**src/rtl/alarm_irq_pkg.sv**
```systemverilog
package alarm_irq_pkg;
  localparam int ADDR_W = 2;

  typedef enum logic [ADDR_W-1:0] {
    ADDR_EN   = 2'd0,
    ADDR_STAT = 2'd1,
    ADDR_LIVE = 2'd2,
    ADDR_RSVD = 2'd3
  } reg_addr_e;
endpackage

```
**src/rtl/alarm_sync.sv**
```systemverilog
module alarm_sync #(
  parameter int NUM_CH = 8,
  parameter int STAGES = 2
) (
  input  logic              clk_i,
  input  logic              rst_ni,
  input  logic [NUM_CH-1:0] async_i,
  output logic [NUM_CH-1:0] sync_o
);
  logic [NUM_CH-1:0] stg_q [STAGES];

  generate
    for (genvar s = 0; s < STAGES; s++) begin : g_stage
      if (s == 0) begin : g_first
        always_ff @(posedge clk_i or negedge rst_ni) begin
          if (!rst_ni) stg_q[s] <= '0;
          else         stg_q[s] <= async_i;
        end
      end else begin : g_next
        always_ff @(posedge clk_i or negedge rst_ni) begin
          if (!rst_ni) stg_q[s] <= '0;
          else         stg_q[s] <= stg_q[s-1];
        end
      end
    end
  endgenerate

  assign sync_o = stg_q[STAGES-1];
endmodule

```
**src/rtl/alarm_chg_latch.sv**
```systemverilog
module alarm_chg_latch #(
  parameter int NUM_CH = 8
) (
  input  logic              clk_i,
  input  logic              rst_ni,
  input  logic [NUM_CH-1:0] live_i,
  input  logic              clr_i,
  output logic [NUM_CH-1:0] chg_o,
  output logic [NUM_CH-1:0] stat_o
);
  logic [NUM_CH-1:0] prev_q;
  logic [NUM_CH-1:0] stat_q;

  generate
    for (genvar c = 0; c < NUM_CH; c++) begin : g_ch
      assign chg_o[c] = live_i[c] ^ prev_q[c];

      always_ff @(posedge clk_i or negedge rst_ni) begin
        if (!rst_ni) begin
          prev_q[c] <= 1'b0;
          stat_q[c] <= 1'b0;
        end else begin
          prev_q[c] <= live_i[c];
          // a fresh change overrides a clear in the same cycle
          stat_q[c] <= chg_o[c] | (stat_q[c] & ~clr_i);
        end
      end
    end
  endgenerate

  assign stat_o = stat_q;
endmodule

```
**src/rtl/alarm_regs.sv**
```systemverilog
module alarm_regs
  import alarm_irq_pkg::*;
#(
  parameter int NUM_CH = 8
) (
  input  logic              clk_i,
  input  logic              rst_ni,
  input  logic [ADDR_W-1:0] addr_i,
  input  logic              wr_en_i,
  input  logic              rd_en_i,
  input  logic [NUM_CH-1:0] wdata_i,
  input  logic [NUM_CH-1:0] stat_i,
  input  logic [NUM_CH-1:0] live_i,
  output logic [NUM_CH-1:0] en_o,
  output logic [NUM_CH-1:0] rdata_o,
  output logic              clr_o
);
  logic [NUM_CH-1:0] en_q;
  logic [NUM_CH-1:0] rdata_q;
  logic [NUM_CH-1:0] rd_mux;
  reg_addr_e         addr;

  assign addr = reg_addr_e'(addr_i);

  always_comb begin
    unique case (addr)
      ADDR_EN:   rd_mux = en_q;
      ADDR_STAT: rd_mux = stat_i;
      ADDR_LIVE: rd_mux = live_i;
      default:   rd_mux = '0;
    endcase
  end

  always_ff @(posedge clk_i or negedge rst_ni) begin
    if (!rst_ni) begin
      en_q    <= '0;
      rdata_q <= '0;
    end else begin
      if (wr_en_i && addr == ADDR_EN) en_q <= wdata_i;
      if (rd_en_i) rdata_q <= rd_mux;
    end
  end

  assign clr_o   = rd_en_i && (addr == ADDR_LIVE);
  assign en_o    = en_q;
  assign rdata_o = rdata_q;
endmodule

```
**src/rtl/alarm_irq_ctrl.sv**
```systemverilog
module alarm_irq_ctrl
  import alarm_irq_pkg::*;
#(
  parameter int NUM_CH      = 8,
  parameter int SYNC_STAGES = 2
) (
  input  logic              clk_i,
  input  logic              rst_ni,
  input  logic [NUM_CH-1:0] alarm_i,
  input  logic [ADDR_W-1:0] addr_i,
  input  logic              wr_en_i,
  input  logic              rd_en_i,
  input  logic [NUM_CH-1:0] wdata_i,
  output logic [NUM_CH-1:0] rdata_o,
  output logic              irq_o
);
  logic [NUM_CH-1:0] live;
  logic [NUM_CH-1:0] chg;
  logic [NUM_CH-1:0] stat;
  logic [NUM_CH-1:0] en;
  logic              clr;

  alarm_sync #(.NUM_CH(NUM_CH), .STAGES(SYNC_STAGES)) u_sync (
    .clk_i  (clk_i),
    .rst_ni (rst_ni),
    .async_i(alarm_i),
    .sync_o (live)
  );

  alarm_chg_latch #(.NUM_CH(NUM_CH)) u_latch (
    .clk_i (clk_i),
    .rst_ni(rst_ni),
    .live_i(live),
    .clr_i (clr),
    .chg_o (chg),
    .stat_o(stat)
  );

  alarm_regs #(.NUM_CH(NUM_CH)) u_regs (
    .clk_i  (clk_i),
    .rst_ni (rst_ni),
    .addr_i (addr_i),
    .wr_en_i(wr_en_i),
    .rd_en_i(rd_en_i),
    .wdata_i(wdata_i),
    .stat_i (stat),
    .live_i (live),
    .en_o   (en),
    .rdata_o(rdata_o),
    .clr_o  (clr)
  );

  assign irq_o = |(stat & en);
endmodule

```
**config.mk**
```make
export PLATFORM = sky130hd
export DESIGN_NAME = alarm_irq_ctrl
export DESIGN_NICKNAME = d
export VERILOG_FILES = /design/src/rtl/alarm_irq_pkg.sv /design/src/rtl/alarm_sync.sv /design/src/rtl/alarm_chg_latch.sv /design/src/rtl/alarm_regs.sv /design/src/rtl/alarm_irq_ctrl.sv
export SDC_FILE = /design/constraint.sdc
export NUM_CORES = 1
export LEC_CHECK = 0
export ABC_AREA = 1
export ABC_CLOCK_PERIOD_IN_PS = 1500
export BUFFER_PORTS_ARGS = -buffer_cell sky130_fd_sc_hd__buf_2
export CAP_MARGIN = 20
export CORE_UTILIZATION = 58
export DETAILED_ROUTE_END_ITERATION = 7
export HOLD_SLACK_MARGIN = 0.15
export PLACE_DENSITY = 0.82
export SLEW_MARGIN = 0
export SYNTH_ARGS = -nofsm -noshare
export SYNTH_HDL_FRONTEND = slang
export SYNTH_SLANG_ARGS = --single-unit
```
**constraint.sdc**
```tcl
create_clock -name clk_i -period 1.5 [get_ports clk_i]
set_clock_uncertainty 0.15 [all_clocks]
set_input_delay 0 -clock clk_i [delete_from_list [all_inputs] [get_ports clk_i]]
set_output_delay 0 -clock clk_i [all_outputs]
set_load 0.01 [all_outputs]
```
==> flow_metrics.py, run 1 <==
metrics = {
    "worst_setup_path": {
        "worstPathRequired_ps": 1600,
        "cpPeakStageDelay_ps": 760,
        "crit_chain": "buf_2 > dlygate4sd3_1 > inv_2 > nor3_4 > o21ai_0",
        "cp_data_arrival_time_ps": 1520,
        "crit_family": "buffers and inverters",
        "reg2reg_to": "u_regs.rdata_o[7]$_DFFE_PN0P_",
        "endpoint_kind": "flop",
        "cp_num_buf_inv": 3,
        "cp_max_fo": 9,
        "start_kind": "input pin",
        "r2r_start": "u_sync.sync_o[7]$_DFF_PN0_",
        "critical_path_class": "in -> reg",
        "ff2ff_path_depth": 4,
        "r2r_slack_ps": 500,
        "slowest_stage": "dlygate4sd3_1",
    },
    "floorplanning": {
        "fp.dieW_um": 57.87,
        "core_area_um2": 2853,
        "start_util_pct": 63.46,
        "fp.dieH_um": 57.87,
        "io-pin-count": 31,
        "num_rows": 19,
        "die-area_um2": 3349,
    },
    "logic_synthesis": {
        "ys_types": 16,
        "synth_top_area_cell": "dfrtp_1",
        "synth_xor_area_share_pct": 3.870,
        "synth_area_um2": 1810,
        "synth_nets": 198,
        "ys_ff_latch": 48,
        "synth-compound-area-share_pct": 2.488,
        "synth-simple-area-share_pct": 23.08,
        "ys.flop_type": "dfrtp_1",
        "synth_area_leaders": "dfrtp_1, nand2_1, nand3_1",
        "synth_edf_count": 0,
        "ys_seq_area_share_pct": 66.34,
        "synth-adder-area-share_pct": 0,
        "async_flop_share_pct": 100.0,
        "synthCells": 176,
        "yosysWarningCount": 0,
        "avgSynthCellArea_um2": 10.29,
        "synth_top_family_by_area": "simple AND/OR/NAND/NOR gates",
        "synth_top_area_share_pct": 66.34,
        "synth.area.mux_share_pct": 0,
    },
    "sta": {
        "tightest_slew_ps": 560.3,
        "finalHoldViolations": 0,
        "max_freq_mhz": 701.2,
        "setup_tns_ps": 0,
        "min_period_over_period_pct": 95.07,
        "rsz0062_at_grt": "no",
        "finalMaxSlewViolations": 0,
        "setup_viol": 0,
        "max_slew_margin_pct": 62.65,
        "fin_crit_ps": 1426,
        "setup_ws_ps": 73.94,
    },
    "cells_and_area": {
        "final_common_cell": "nand2_1",
        "nFillCells": 168,
        "num_antenna_cells": 0,
        "nets": 271,
        "post-route-util_pct": 85.48,
        "drive_gt1_share_pct": 17.60,
        "area_growth_syn_to_layout_pct": 34.69,
        "layout_common_cells": "nand2_1, dfrtp_1, dlygate4sd3_1",
        "fin_cells": 281,
    },
    "placement": {
        "dp_hpwl_um": 2358,
        "numPortBuffers": 30,
        "place.gp.congestion": 0.8990,
        "placedCellCount": 233,
        "dp_slack_ps": 257.6,
    },
    "route": {
        "dr.pass1.iters": 7,
        "ant_nets": 0,
        "vias": 1475,
        "drc_errors": 2,
        "first_iter_violations": 78,
        "routed_wl_um": 3914,
        "wl_per_cell_um": 13.93,
        "viasPerCell": 5.249,
    },
    "run_status": {
        "status": "complete, but fails checks",
        "violations": "DRC",
    },
    "cts": {
        "insertion_delay_ps": 370,
        "cts_tree": "yes",
        "clkTransAtPathRegs_ps": 130,
        "root_buffer": "clkbuf_4",
        "cts_setup_buffers": 0,
        "cts_sinks": 48,
        "cts.path.max_buffers": 2,
        "cts_buffers": 5,
        "cts_max_level": 2,
    },
    "worst_hold_path": {
        "min_from": "u_sync.stg_q[14]$_DFF_PN0_",
        "worstHoldEndpoint": "u_sync.sync_o[6]$_DFF_PN0_",
        "holdPathStages": 0,
        "worst_hold_path_type": "reg -> reg",
    },
    "power_and_ir_drop": {
        "ir_worst_vdd_uv": 802.1,
        "power_uw": 2494,
        "p_per_area_nw_per_um2": 1023,
        "power_leakage_uw": 0.001213,
    },
    "global_route": {
        "grtUsageTotal_pct": 26.74,
        "overflow": 0,
        "grt_max_degree": 49,
        "grt_pass1_vias": 1519,
        "grt_first_pass_wirelength_um": 6541,
        "antenna_found_initial": 0,
    },
    "job": {
        "maxCapViolCount": 0,
    },
}
## worst reg2reg max path: stages, from the launching register on
cell and delay [ps]:
dfrtp_1 440, nand3_1 110, nand3_1 100, nand2_1 70
nand2_1 40
## synth_stat cells, types with 2 or more instances
| master | n |
|---|---|
| o21ai_1 | 2 |
| buf_4 | 2 |
| xnor2_1 | 8 |
| nand2_1 | 59 |
| dfrtp_1 | 48 |
| inv_2 | 3 |
| o21ai_0 | 6 |
| inv_1 | 8 |
| nand3_1 | 33 |
## cell type report
type | count | area (µm²) | area share (%)
clock buffers | 6 | 51.30 | 2.104
clock inverters | 2 | 15.01 | 0.6157
inverters | 11 | 41.29 | 1.693
multi-input cells | 112 | 533.0 | 21.86
flip-flops and latches | 48 | 1201 | 49.26
well taps | 31 | 38.79 | 1.591
repair buffers | 71 | 558.0 | 22.88
## sequential cells by signal, summed over array words and instances, names as in the netlist
name            flops
u_regs.rdata_o      8
u_sync.stg_q        8
u_latch.prev_q      8
u_sync.sync_o       8
u_regs.en_o         8
u_latch.stat_o      8
## per-layer routing
metal	vias to the layer above	part of all wire [%]	GRT usage (%)
met1	696	39	30.62
met5	-	0	0
met4	0	2.4	15.65
li1	704	-	-
met2	64	52	45.81
met3	11	5.9	6.250
## report_power, final
part / switching (µW) / internal, µW / total [µW]
Sequential: 81.3 / 1400 / 1480
Combinational: 188 / 182 / 370
Clock: 412 / 228 / 640
Total: 682 / 1810 / 2490
## worst max path at each step
stage	depth (start not counted)	from	end
after CTS	5	u_regs.en_o[6]$_DFFE_PN0P_	irq_o
after global routing	5	addr_i[1]	u_latch.stat_o[1]$_DFF_PN0_
after detailed placement	5	addr_i[0]	u_regs.en_o[2]$_DFFE_PN0P_
final	5	addr_i[1]	u_latch.stat_o[3]$_DFF_PN0_
after floorplan	4	u_sync.sync_o[6]$_DFF_PN0_	u_regs.rdata_o[6]$_DFFE_PN0P_
after global placement	5	addr_i[0]	u_regs.en_o[4]$_DFFE_PN0P_
## kinds of logic (layout without fill, tap and decap cells)
group	Yosys count	count (layout)
and+or+nand+nor	95	95
DFF	48	48
buffers and inverters	16	90
AOI/OAI and AO/OA	9	9
xor gates and xnor gates	8	8
## stage by stage
stage               hold WS, ps  area [µm²]
finish                    215.0        2439
global route              221.3        2439
CTS                       215.1        2439
detailed placement       -40.33        1972
global placement         -47.73        1972
floorplan                -445.6        1810
## timing repair
action,in CTS,in global routing
hold buffers,40,0
resized for setup,0,0
hold endpoints to repair,80,0
Power figures use the tool's default switching activity.
==> run 2, diff against run 1 <==
Settings changed: PLACE_DENSITY 0.82 to 0.81.
==> run 2 against run 1 <==
Against the previous run:
- the flow finishes with violations (DRC, hold timing)
- via count up 3.3%
- hold slack worse by 230 ps
- first-iteration DRC count increased by 140%
- total power shrank 0.28%
- critical path depth unchanged
- count of clock-buffer cells in the layout down 1
- critical endpoint is now irq_o
==> flow_metrics.py, run 2 (same netlist as run 1, synthesis figures left out) <==
metrics = {
    "run_status": {
        "status": "complete, but fails checks",
        "violations": "DRC, hold timing",
    },
    "sta": {
        "max_freq_mhz": 690.5,
        "setup_viol": 0,
        "finalMaxSlewViolations": 0,
        "setup_tns_ps": 0,
        "fin_crit_ps": 1448,
        "hold_ws_ps": -16.05,
        "max_slew_margin_pct": 66.87,
        "min_period_over_period_pct": 96.55,
        "finalHoldViolations": 3,
        "tightest_slew_ps": 496.9,
    },
    "power_and_ir_drop": {
        "ir_worst_vdd_uv": 881.4,
        "p_per_area_nw_per_um2": 987.5,
        "power_leakage_uw": 0.001239,
    },
    "worst_setup_path": {
        "crit_family": "flip-flops",
        "slowest_stage": "dfrtp_1",
        "critical_path_class": "reg -> out",
        "cpPeakStageDelay_ps": 440,
        "cp_num_buf_inv": 1,
        "worstPathRequired_ps": 1350,
        "crit_chain": "nand2_1 > nand2_1 > a21oi_2 > nand2_1 > buf_2",
        "start_kind": "flop",
        "cp_data_arrival_time_ps": 1300,
        "endpoint_kind": "primary output",
        "crit_top_cell": "nand2_1",
        "cp_max_fo": 3,
    },
    "global_route": {
        "grt_pass1_vias": 1491,
        "grtUsageTotal_pct": 28.86,
        "grt_first_pass_wirelength_um": 6934,
        "grt_max_degree": 29,
        "overflow": 0,
        "antenna_found_initial": 0,
    },
    "placement": {
        "numPortBuffers": 30,
        "place_area_um2": 1984,
        "dp_hpwl_um": 2364,
        "place.gp.congestion": 0.9637,
    },
    "route": {
        "viasPerCell": 5.307,
        "ant_nets": 0,
        "vias": 1523,
        "dr.pass1.iters": 7,
        "wl_per_cell_um": 14.87,
        "routed_wl_um": 4268,
        "drc_errors": 4,
        "first_iter_violations": 187,
    },
    "cells_and_area": {
        "final_common_cell": "nand2_1",
        "nFillCells": 137,
        "area_growth_syn_to_layout_pct": 39.12,
        "layout_common_cells": "nand2_1, dfrtp_1, dlygate4sd3_1",
        "multiInputGateArea_um2": 544.3,
        "num_antenna_cells": 0,
        "drive_gt1_share_pct": 17.58,
        "postLayoutCellArea_um2": 2519,
        "seq_area_um2": 1201,
        "nets": 278,
    },
    "cts": {
        "cts_max_level": 2,
        "cts_sinks": 48,
        "root_buffer": "clkbuf_4",
        "cts_setup_buffers": 0,
        "cts.path.max_buffers": 2,
        "cts_buffers": 5,
        "clkTransAtPathRegs_ps": 130,
        "cts_tree": "yes",
        "insertion_delay_ps": 360,
    },
    "floorplanning": {
        "fp.dieH_um": 57.87,
        "num_rows": 19,
        "die-area_um2": 3349,
        "core_area_um2": 2853,
        "start_util_pct": 63.46,
        "fp.dieW_um": 57.87,
        "io-pin-count": 31,
    },
    "job": {
        "maxCapViolCount": 0,
    },
    "worst_hold_path": {
        "worst_hold_path_type": "in -> reg",
    },
}
-- run 2: changes by cell type in the layout (fill, tap and decap cells not counted), sizes merged --
cell,previous run,this run
buf,31,30
dlygate4sd3,40,47
clkinvlp,2,1
clkinv,0,1
-- run 2: what timing repair did --
item,CTS,global route
hold buffers,46,1
endpoints found under the setup margin,0,8
gates resized for setup,0,4
hold endpoints to repair,80,9
-- run 2: power by group --
part | internal, µW | leakage (µW) | switching, µW
Sequential | 1400 | 0.000556 | 86.7
Combinational | 224 | 0.000657 | 218
Clock | 171 | 0.0000271 | 386
Total | 1800 | 0.00124 | 690
-- run 2: metrics by stage --
stage	hold slack, ps	setup slack [ps]	power (µW)	std cells	utilization [%]
final	-16.05	51.71	2487	287	88.29
after global routing	19.08	-5.544	2607	287	88.29
after CTS	-33.14	32.67	2469	286	87.46
after detailed placement	-161.1	290.1	1809	233	69.56
after global placement	-176.8	363.8	1789	233	69.56
after floorplan	-445.6	622.1	1670	176	-
-- run 2: worst paths after layout --
check	cells past startpoint	slack, ps	endpoint	start
min in group asynchronous	3	510	u_latch.stat_o[2]$_DFF_PN0_	rst_ni
worst min register to register	0	210	u_sync.sync_o[2]$_DFF_PN0_	u_sync.stg_q[10]$_DFF_PN0_
worst max register to register	3	90	u_regs.en_o[1]$_DFFE_PN0P_	u_regs.en_o[1]$_DFFE_PN0P_
worst min-delay path	5	-20	u_regs.rdata_o[1]$_DFFE_PN0P_	addr_i[1]
max in group asynchronous	4	190	u_latch.prev_q[1]$_DFF_PN0_	rst_ni
worst max-delay path	5	50	irq_o	u_regs.en_o[3]$_DFFE_PN0P_
-- run 2: tightest hold or removal path, delay by kind of cell --
| kind | cells | cell delay [ps] |
|---|---|---|
| buf+inv | 1 | 170 |
| simple gates | 4 | 300 |
-- run 2: cell type report --
cell class	count	share of cell area, %
clock buffers	5	1.490
clock inverters	2	0.4968
inverters	11	1.639
multi-input cells	112	21.61
flip-flops and latches	48	47.69
well taps	31	1.540
repair buffers	78	25.53
-- run 2: layer usage --
| metal | wire length [µm] | track usage (%) | vias to the layer above |
|---|---|---|---|
| met1 | 1805 | 36.19 | 703 |
| met4 | 126 | 15.99 | 0 |
| met5 | 0 | 0 | - |
| met3 | 323 | 7.813 | 13 |
| li1 | - | - | 723 |
| met2 | 2012 | 45.81 | 84 |
==> run 3, diff against run 2 <==
Settings changed: CAP_MARGIN 20 to default, CORE_MARGIN from default to 2, PLACE_DENSITY 0.81 to default, PLACE_DENSITY_LB_ADDON from default to 0.2.
==> run 3 against run 2 <==
Against the previous run:
- the run now ends clean
- clock power up 11%
- combinational power down 4%
- non-clock buffer count up 1
- wire length up 9.7%
- flip-flop and latch count unchanged
- hold slack better by 160 ps
==> flow_metrics.py, run 3 (same netlist as run 1, synthesis figures left out) <==
metrics = {
    "run_status": {
        "status": "finished clean",
    },
    "global_route": {
        "grt_max_degree": 29,
        "grt.busiest_layer": "met2",
        "grtUsageTotal_pct": 27.85,
        "grt_first_pass_wirelength_um": 7065,
        "grt_use_met2_pct": 45.96,
        "antenna_found_initial": 0,
        "use_met1_pct": 35.33,
        "overflow": 0,
        "met3_usage_pct": 8.225,
        "grt_pass1_vias": 1528,
    },
    "placement": {
        "place.gp.congestion": 0.8688,
        "dp_hpwl_um": 2307,
        "dp_slack_ps": 270.3,
        "numPortBuffers": 30,
    },
    "sta": {
        "fin_crit_ps": 1416,
        "finalHoldViolations": 0,
        "setup_ws_ps": 84.15,
        "max_freq_mhz": 706.3,
        "setup_viol": 0,
        "tightest_slew_ps": 483.7,
        "min_period_over_period_pct": 94.39,
        "max_slew_margin_pct": 67.76,
        "finalMaxSlewViolations": 0,
    },
    "route": {
        "first_iter_violations": 124,
        "wl_per_cell_um": 16.10,
        "vias": 1557,
        "routed_wl_um": 4684,
        "dr.pass1.iters": 5,
        "ant_nets": 0,
        "drc_errors": 0,
        "viasPerCell": 5.351,
    },
    "floorplanning": {
        "num_rows": 20,
        "core_area_um2": 3003,
        "die-area_um2": 3584,
        "fp.dieW_um": 59.87,
        "io-pin-count": 31,
        "start_util_pct": 60.29,
        "fp.dieH_um": 59.87,
    },
    "cts": {
        "insertion_delay_ps": 360,
        "cts_sinks": 48,
        "cts.path.max_buffers": 2,
        "cts_buffers": 5,
        "cts_tree": "yes",
        "clkTransAtPathRegs_ps": 130,
        "cts_max_level": 2,
        "root_buffer": "clkbuf_4",
    },
    "worst_setup_path": {
        "slowest_stage": "dfrtp_1",
        "cp_max_fo": 3,
        "critical_path_class": "reg -> out",
        "crit_family": "flip-flops",
        "start_kind": "flop",
        "endpoint_kind": "primary output",
        "cp_data_arrival_time_ps": 1270,
        "crit_chain": "nand2_1 > nand3_1 > nor2_1 > nand2_1 > buf_2",
        "worstPathRequired_ps": 1350,
        "crit_top_cell": "nand2_1",
        "ff2ff_path_depth": 5,
        "cpPeakStageDelay_ps": 440,
        "cp_num_buf_inv": 1,
        "crit_cells": 5,
    },
    "cells_and_area": {
        "final_common_cell": "nand2_1",
        "nets": 279,
        "layout_common_cells": "nand2_1, dfrtp_1, dlygate4sd3_1",
        "area_growth_syn_to_layout_pct": 39.12,
        "drive_gt1_share_pct": 17.83,
        "post-route-util_pct": 83.88,
        "num_antenna_cells": 0,
    },
    "power_and_ir_drop": {
        "power_leakage_uw": 0.001260,
        "ir_worst_vdd_uv": 711.3,
        "p_per_area_nw_per_um2": 1002,
    },
    "job": {
        "maxCapViolCount": 0,
    },
    "worst_hold_path": {
        "worst_hold_path_type": "in -> reg",
        "holdPathStages": 7,
    },
}
## run 3: changes by cell type in the layout (fill, tap and decap cells not counted), sizes merged
| cell | before | now |
|---|---|---|
| buf | 30 | 35 |
| dlygate4sd3 | 47 | 43 |
| clkbuf | 6 | 8 |
| clkinvlp | 1 | 0 |
| clkinv | 1 | 0 |
| dlymetal6s4s | 0 | 1 |
## run 3: worst paths after layout
check	start	end	slack, ps
setup / recovery	u_regs.en_o[6]$_DFFE_PN0P_	irq_o	80
hold / removal	addr_i[1]	u_regs.rdata_o[6]$_DFFE_PN0P_	140
setup reg to reg	u_latch.stat_o[6]$_DFF_PN0_	u_regs.rdata_o[6]$_DFFE_PN0P_	340
hold reg to reg	u_sync.stg_q[12]$_DFF_PN0_	u_sync.sync_o[4]$_DFF_PN0_	210
max in group asynchronous	rst_ni	u_latch.prev_q[2]$_DFF_PN0_	160
min in group asynchronous	rst_ni	u_latch.prev_q[7]$_DFF_PN0_	540
## run 3: per-layer routing
layer	part of all wire [%]	routed length, µm	vias to the layer above
met3	5.8	274	20
met1	39	1827	730
li1	-	-	722
met5	0	0	-
met2	52	2433	85
met4	3.2	148	0
## run 3: cell type report
type,count,area [µm²]
flip-flops and latches,48,1201
repair buffers,79,643.1
multi-input cells,112,533.0
fillers,166,484.2
clock buffers,8,58.81
inverters,11,41.29
well taps,33,41.29
## run 3: power by group
part / switching, µW / internal (µW)
clock: 384 / 232
combinational: 215 / 208
sequential: 82.0 / 1400
total: 681 / 1840
## run 3: worst min-delay path: stages
cell and delay [ps]:
buf_2 140, inv_2 60, nand3_1 70, dlymetal6s4s_1 180, nand3_1 80, nand2_1 60
nand2_1 40
## run 3: timing repair
item	in CTS	in global routing
endpoints found under the setup margin	0	3
buffers inserted	0	4
gates resized for setup	0	1
endpoints found under the hold margin	80	16
hold buffers	40	6
## run 3: through the flow
stage          setup TNS [ps]  power [µW]  hold WS [ps]  area (µm²)  std cells
6_report                    0        2523         141.0        2519        291
5_1_grt                -46.48        2635         185.9        2519        291
4_1_cts                     0        2465        -44.44        2446        283
3_5_place_dp                0        1806        -167.3        1987        235
3_3_place_gp                0        1785        -186.8        1987        235
2_1_floorplan               0        1670        -445.6        1810        176
